<file path="src/rtl/ptx_pkg.sv">
package ptx_pkg;
  localparam int RAW_W  = 32;
  localparam int PLS_W  = 4;
  localparam int SPD_W  = 4;

  // raw word fields
  localparam int RB_CONN  = 0;
  localparam int RB_ENA   = 1;
  localparam int RB_OVC   = 3;
  localparam int RB_RST   = 4;
  localparam int RB_PLS   = 5;
  localparam int RB_PWR   = 9;
  localparam int RB_SPD   = 10;
  localparam int RB_CCONN = 17;
  localparam int RB_CENA  = 18;
  localparam int RB_CWARM = 19;
  localparam int RB_COVC  = 20;
  localparam int RB_CRST  = 21;
  localparam int RB_CLINK = 22;
  localparam int RB_COLD  = 24;

  // hub-class result fields
  localparam int OB_CONN   = 0;
  localparam int OB_ENA    = 1;
  localparam int OB_SUSP   = 2;
  localparam int OB_OVC    = 3;
  localparam int OB_RST    = 4;
  localparam int OB_L1     = 5;
  localparam int OB_LINK   = 5;
  localparam int OB_PWR2   = 8;
  localparam int OB_PWR3   = 9;
  localparam int OB_LOWSPD = 9;
  localparam int OB_HISPD  = 10;
  localparam int OB_CCONN  = 16;
  localparam int OB_CENA   = 17;
  localparam int OB_CSUSP  = 18;
  localparam int OB_COVC   = 19;
  localparam int OB_CRST   = 20;
  localparam int OB_CWARM  = 21;
  localparam int OB_CLINK  = 22;

  // link state encodings
  localparam logic [PLS_W-1:0] LS_U0       = 4'd0;
  localparam logic [PLS_W-1:0] LS_U2       = 4'd2;
  localparam logic [PLS_W-1:0] LS_U3       = 4'd3;
  localparam logic [PLS_W-1:0] LS_INACTIVE = 4'd6;
  localparam logic [PLS_W-1:0] LS_COMPLY   = 4'd10;
  localparam logic [PLS_W-1:0] LS_RESUME   = 4'd15;

  localparam logic [SPD_W-1:0] SPD_LOW  = 4'd2;
  localparam logic [SPD_W-1:0] SPD_HIGH = 4'd3;

  typedef struct packed {
    logic capture;
    logic present;
    logic ssMode;
  } ctlStrobe_t;
endpackage

</file>
<file path="src/rtl/ptx_ctrl.sv">
module ptx_ctrl
  import ptx_pkg::*;
(
  input  logic             clk,
  input  logic             rst_n,
  input  logic             reqValid,
  input  logic             ssMode,
  input  logic [RAW_W-1:0] rawStatus,
  output ctlStrobe_t       strobe,
  output logic             rspValid,
  output logic             rspPresent
);
  localparam logic [RAW_W-1:0] ABSENT_WORD = '1;

  logic isPresent;
  assign isPresent = (rawStatus != ABSENT_WORD);

  always_comb begin
    strobe.capture = reqValid;
    strobe.present = isPresent;
    strobe.ssMode  = ssMode;
  end

  always_ff @(posedge clk or negedge rst_n) begin
    if (!rst_n) begin
      rspValid   <= 1'b0;
      rspPresent <= 1'b0;
    end else begin
      rspValid <= reqValid;
      if (reqValid) rspPresent <= isPresent;
    end
  end
endmodule

</file>
<file path="src/rtl/ptx_ss_link.sv">
module ptx_ss_link
  import ptx_pkg::*;
(
  input  logic [PLS_W-1:0] linkIn,
  input  logic             coldAttach,
  output logic [PLS_W-1:0] linkOut,
  output logic             forceConn
);
  // priority: hidden resume, then cold-attach, then plain compliance
  always_comb begin
    linkOut   = linkIn;
    forceConn = 1'b0;
    if (linkIn == LS_RESUME) begin
      linkOut = '0;
    end else if (coldAttach) begin
      forceConn = 1'b1;
      if (linkIn != LS_COMPLY && linkIn != LS_INACTIVE) linkOut = LS_COMPLY;
    end else if (linkIn == LS_COMPLY) begin
      forceConn = 1'b1;
    end
  end
endmodule

</file>
<file path="src/rtl/ptx_datapath.sv">
module ptx_datapath
  import ptx_pkg::*;
(
  input  logic             clk,
  input  logic             rst_n,
  input  ctlStrobe_t       strobe,
  input  logic [RAW_W-1:0] rawStatus,
  input  logic             suspChange,
  input  logic             suspended,
  output logic [RAW_W-1:0] portStatus
);
  logic [PLS_W-1:0] linkIn;
  logic [SPD_W-1:0] speed;
  logic             power;
  logic [PLS_W-1:0] ssLink;
  logic             ssForceConn;
  logic [RAW_W-1:0] nextStatus;
  logic             unusedBits;

  assign linkIn = rawStatus[RB_PLS +: PLS_W];
  assign speed  = rawStatus[RB_SPD +: SPD_W];
  assign power  = rawStatus[RB_PWR];
  assign unusedBits = ^{rawStatus[RAW_W-1:RB_COLD+1], rawStatus[RB_COLD-1],
                        rawStatus[RB_CCONN-1:RB_SPD+SPD_W], rawStatus[2]};

  ptx_ss_link u_ssLink (
    .linkIn     (linkIn),
    .coldAttach (rawStatus[RB_COLD]),
    .linkOut    (ssLink),
    .forceConn  (ssForceConn)
  );

  always_comb begin
    nextStatus = '0;
    // change flags common to both modes
    nextStatus[OB_CCONN] = rawStatus[RB_CCONN];
    nextStatus[OB_CENA]  = rawStatus[RB_CENA];
    nextStatus[OB_COVC]  = rawStatus[RB_COVC];
    nextStatus[OB_CRST]  = rawStatus[RB_CRST];
    // plain status copies
    nextStatus[OB_ENA] = rawStatus[RB_ENA];
    nextStatus[OB_OVC] = rawStatus[RB_OVC];
    nextStatus[OB_RST] = rawStatus[RB_RST];
    // connection and speed
    if (rawStatus[RB_CONN]) begin
      nextStatus[OB_CONN] = 1'b1;
      if (speed == SPD_LOW)       nextStatus[OB_LOWSPD] = 1'b1;
      else if (speed == SPD_HIGH) nextStatus[OB_HISPD]  = 1'b1;
    end
    if (strobe.ssMode) begin
      nextStatus[OB_CLINK] = rawStatus[RB_CLINK];
      nextStatus[OB_CWARM] = rawStatus[RB_CWARM];
      nextStatus[OB_PWR3]  = nextStatus[OB_PWR3] | power;
      nextStatus[OB_LINK +: PLS_W] = ssLink;
      nextStatus[OB_CONN]  = nextStatus[OB_CONN] | ssForceConn;
      nextStatus[OB_CSUSP] = suspChange;
    end else begin
      nextStatus[OB_PWR2]  = power;
      nextStatus[OB_SUSP]  = (linkIn == LS_U3) && power;
      nextStatus[OB_L1]    = (linkIn == LS_U2);
      nextStatus[OB_CSUSP] = suspChange | ((linkIn == LS_U0) && power && suspended);
    end
    if (!strobe.present) nextStatus = '0;
  end

  always_ff @(posedge clk or negedge rst_n) begin
    if (!rst_n)              portStatus <= '0;
    else if (strobe.capture) portStatus <= nextStatus;
  end
endmodule

</file>
<file path="src/rtl/root_port_xlate.sv">
module root_port_xlate
  import ptx_pkg::*;
(
  input  logic        clk,
  input  logic        rst_n,
  input  logic        reqValid,
  input  logic        ssMode,
  input  logic [31:0] rawStatus,
  input  logic        suspChange,
  input  logic        suspended,
  output logic        rspValid,
  output logic        rspPresent,
  output logic [31:0] portStatus
);
  ctlStrobe_t strobe;

  ptx_ctrl u_ctrl (
    .clk        (clk),
    .rst_n      (rst_n),
    .reqValid   (reqValid),
    .ssMode     (ssMode),
    .rawStatus  (rawStatus),
    .strobe     (strobe),
    .rspValid   (rspValid),
    .rspPresent (rspPresent)
  );

  ptx_datapath u_datapath (
    .clk        (clk),
    .rst_n      (rst_n),
    .strobe     (strobe),
    .rawStatus  (rawStatus),
    .suspChange (suspChange),
    .suspended  (suspended),
    .portStatus (portStatus)
  );
endmodule

</file>
<file path="config.mk">
export PLATFORM = sky130hd
export DESIGN_NAME = root_port_xlate
export DESIGN_NICKNAME = d
export VERILOG_FILES = /design/src/rtl/ptx_pkg.sv /design/src/rtl/ptx_ctrl.sv /design/src/rtl/ptx_ss_link.sv /design/src/rtl/ptx_datapath.sv /design/src/rtl/root_port_xlate.sv
export SDC_FILE = /design/constraint.sdc
export NUM_CORES = 1
export LEC_CHECK = 0
export CAP_MARGIN = 15
export CORE_ASPECT_RATIO = 1.2
export CORE_UTILIZATION = 35
export DETAILED_ROUTE_END_ITERATION = 8
export GPL_TIMING_DRIVEN = 0
export PLACE_DENSITY = 0.78
export SLEW_MARGIN = 15
export SYNTH_ARGS = -nofsm -noshare
export SYNTH_HDL_FRONTEND = slang
export SYNTH_SLANG_ARGS = --single-unit
export TNS_END_PERCENT = 5
</file>
<file path="constraint.sdc">
create_clock -name clk -period 0.97 [get_ports clk]
set_input_delay 0.194 -clock clk [delete_from_list [all_inputs] [get_ports clk]]
set_output_delay 0.194 -clock clk [all_outputs]
set_load 0.1 [all_outputs]
</file>
==> out/qor.txt <==
Status -> complete, but fails checks
Failing checks -> negative setup slack
Register Area -> 500 um2
Vias in the first global route -> 1296
Transition time at the pin with the least slew margin -> 0.896 ns
Sequential fraction of the synthesis area -> 0.419
Biggest area consumer among synthesized cells -> dfrtp_1
Total wire length -> 3820 um
Synth top area cells -> dfrtp_1 42%, buf_4 10%, o2bb2ai_2 7.5%
Starting density of the core -> 0.377
Number of buffers inserted by port buffering -> 53
Fill cells -> 233
Hold buffer count at cts -> 0
Tot GR Track Use -> 0.215
Clock buffers created by TritonCTS -> 3
Remaining global-route overflow -> 0
Number of antenna violations at the first check in global routing -> 0
Root Buffer Master -> clkbuf_4
Post-Route Hold Slack -> 0.0587 ns
Number of core rows -> 22
Number of warnings printed during yosys synthesis -> 0
Worst voltage drop across the vdd grid -> 0.907 mV
Die area -> 3650 um2
Die boundary width -> 55.3 um
Average instance area after synthesis -> 9.64 um2
Critical path startpoint category -> input pin
Unrepaired setup endpoints after global routing -> yes
TritonCTS sink count -> 20
Post-detail-place hpwl -> 2510 um
Final worst path period share -> 1.28
Top-area cell type share of the netlist area -> 0.419
TritonCTS clock tree -> yes
Post-synthesis cell count -> 124
Cell area after technology mapping -> 1190 um2
Wire length of the first global-routing pass -> 6160 um
Nets -> 237
Final number of max-transition violations -> 0
Final weighted congestion of routability-driven global placement -> 0.770
Most common library cell in the layout ignoring fill and taps -> buf_12
Number of synthesized register bits -> 20
Number of antenna cells inserted -> 0
Power density over the cells -> 1350 nW/um2
Final design instance area without fill -> 2130 um2
Clock edge transition at the registers on the reported setup and hold paths -> 0.11 ns
Core area -> 3170 um2
Vias -> 1241
Highest-count cells in the layout ignoring fill and taps -> 23 x buf_12, 20 x dfrtp_1, 18 x nand2_1, 17 x buf_4, 16 x buf_2
Area added between synthesis and finish -> 78.5%
Synth cell types -> 32
Max-Cap Viols -> 0
Share of layout cells above drive strength 1 -> 0.460
Area used by multi-input combinational logic -> 578 um2
Crit end category -> register
Wirelength per Cell -> 16.3 um
Die height -> 66.0 um
Post-Place Cell Area -> 1850 um2
Count of boundary I/O pins -> 72
Clk Latency, worst-skew pair -> 0.31 ns
Data arrival at the endpoint of the critical path -> 1.45 ns
ANT nets after route -> 0
Crit path setup slack, layout -> -0.271 ns
Final Util -> 0.674
Clock Skews -> 0 ns
Required arrival time at the worst endpoint -> 1.18 ns
Worst setup path class -> in -> reg
Max Clk Rate -> 806 MHz
Worst-case clock buffer depth -> 2
Clock period minus final worst setup slack -> 1.24 ns
Static leakage power -> 0.989 nW
Vias per Instance -> 5.30
Worst slew margin -> 0.402
Detailed router's first-iteration violation count -> 49
Total DRC errors in the routed layout -> 0
Setup Slack @ Placement -> -1.10 ns
First-pass iteration count of the detailed router -> 4
Number of endpoints failing setup at the final stage -> 34
Kind of path behind the tightest hold check -> in -> reg
Largest fanout on the critical path -> 8
CTS HTree Levels -> 1
Pin count of the biggest net entering global routing -> 21
Total negative slack -> -6.32 ns
Number of hold violations in the final report -> 0
routing by layer:
metal,global-route usage,vias up,wire length [um]
met2,0.386,94,1930
met5,0,-,0
met1,0.247,575,1400
li1,-,562,-
met3,0.0489,10,401
met4,0.0875,0,89
final timing paths:
path | from | to | slack [ns] | depth (start not counted)
worst max-delay path | rawStatus[24] | u_datapath.portStatus[19] | -0.27 | 7
worst min-delay path | reqValid | u_ctrl.rspValid | 0.06 | 1
worst max register to register | u_datapath.portStatus[9] | u_datapath.portStatus[9] | 0.19 | 2
worst min register to register | u_datapath.portStatus[4] | u_datapath.portStatus[4] | 0.56 | 1
max in group asynchronous | rst_n | u_datapath.portStatus[10] | 0.31 | 1
min in group asynchronous | rst_n | u_datapath.portStatus[3] | 0.11 | 1
registers in the layout, summed over array words and instances (netlist names):
register / count
u_ctrl.rspPresent: 1
u_ctrl.rspValid: 1
u_datapath.portStatus: 18
what timing repair did:
item / 4_1_cts / 5_1_grt
cloned: 1 / 0
pin swaps: 11 / 4
resized for setup: 299 / 8
setup buffers: 3 / 0
endpoints found under the setup margin: 59 / 39
through the flow:
step	cells	power [mW]
finish	234	2.88
global route	234	2.95
CTS	234	2.85
detailed placement	226	2.21
global placement	226	2.20
floorplan	137	1.87
kinds of logic (layout without fill, tap and decap cells):
| logic type | count (synthesis) | in the layout | share of synthesized area |
|---|---|---|---|
| other cells | 1 | 14 | 0.00314 |
| simple gates | 39 | 39 | 0.178 |
| buf+inv | 31 | 92 | 0.168 |
| xor+xnor | 1 | 1 | 0.00733 |
| flops | 20 | 20 | 0.419 |
| compound gates | 32 | 32 | 0.225 |
worst max-delay path, cell delays in order:
cell and delay [ns]:
buf_12 0.09, nand4_1 0.10, or4_4 0.58, nor2_4 0.17, buf_12 0.13, buf_12 0.11
o2bb2ai_4 0.06
synthesized netlist by cell type:
master     number
inv_1           8
a311oi_1        1
xnor2_1         1
and3_1          1
or4_1           1
nor4b_1         1
o21bai_1        1
conb_1          1
clkbuf_1        4
a21oi_1         3
nor2_4          1
nand4_2         1
buf_12          1
nand2b_1        1
nor3_1          1
or4_4           1
nor2_1          4
dfrtp_1        20
o32ai_1         2
buf_6           1
o31ai_1         2
nand4_1         8
a31oi_1         3
buf_1           1
a21oi_2         1
o2bb2ai_2       6
nand4bb_1       1
o21ai_0         7
nand2_1        18
o2bb2ai_1       4
buf_4          16
o2111ai_1       2
where the power goes:
group	internal, mW	total [mW]	leakage, nW	switching (mW)
logic	0.473	1.41	0.722	0.933
registers	0.897	0.978	0.247	0.0812
clock network	0.230	0.497	0.0210	0.268
final cells by class:
| cell class | count | share of cell area |
|---|---|---|
| repair buffers | 57 | 0.344 |
| flip-flops and latches | 20 | 0.235 |
| clock buffers | 4 | 0.0170 |
| well taps | 36 | 0.0211 |
| inverters | 8 | 0.0141 |
| multi-input cells | 86 | 0.271 |
| plain buffers | 23 | 0.0979 |
(Power assumes the default switching activity.)
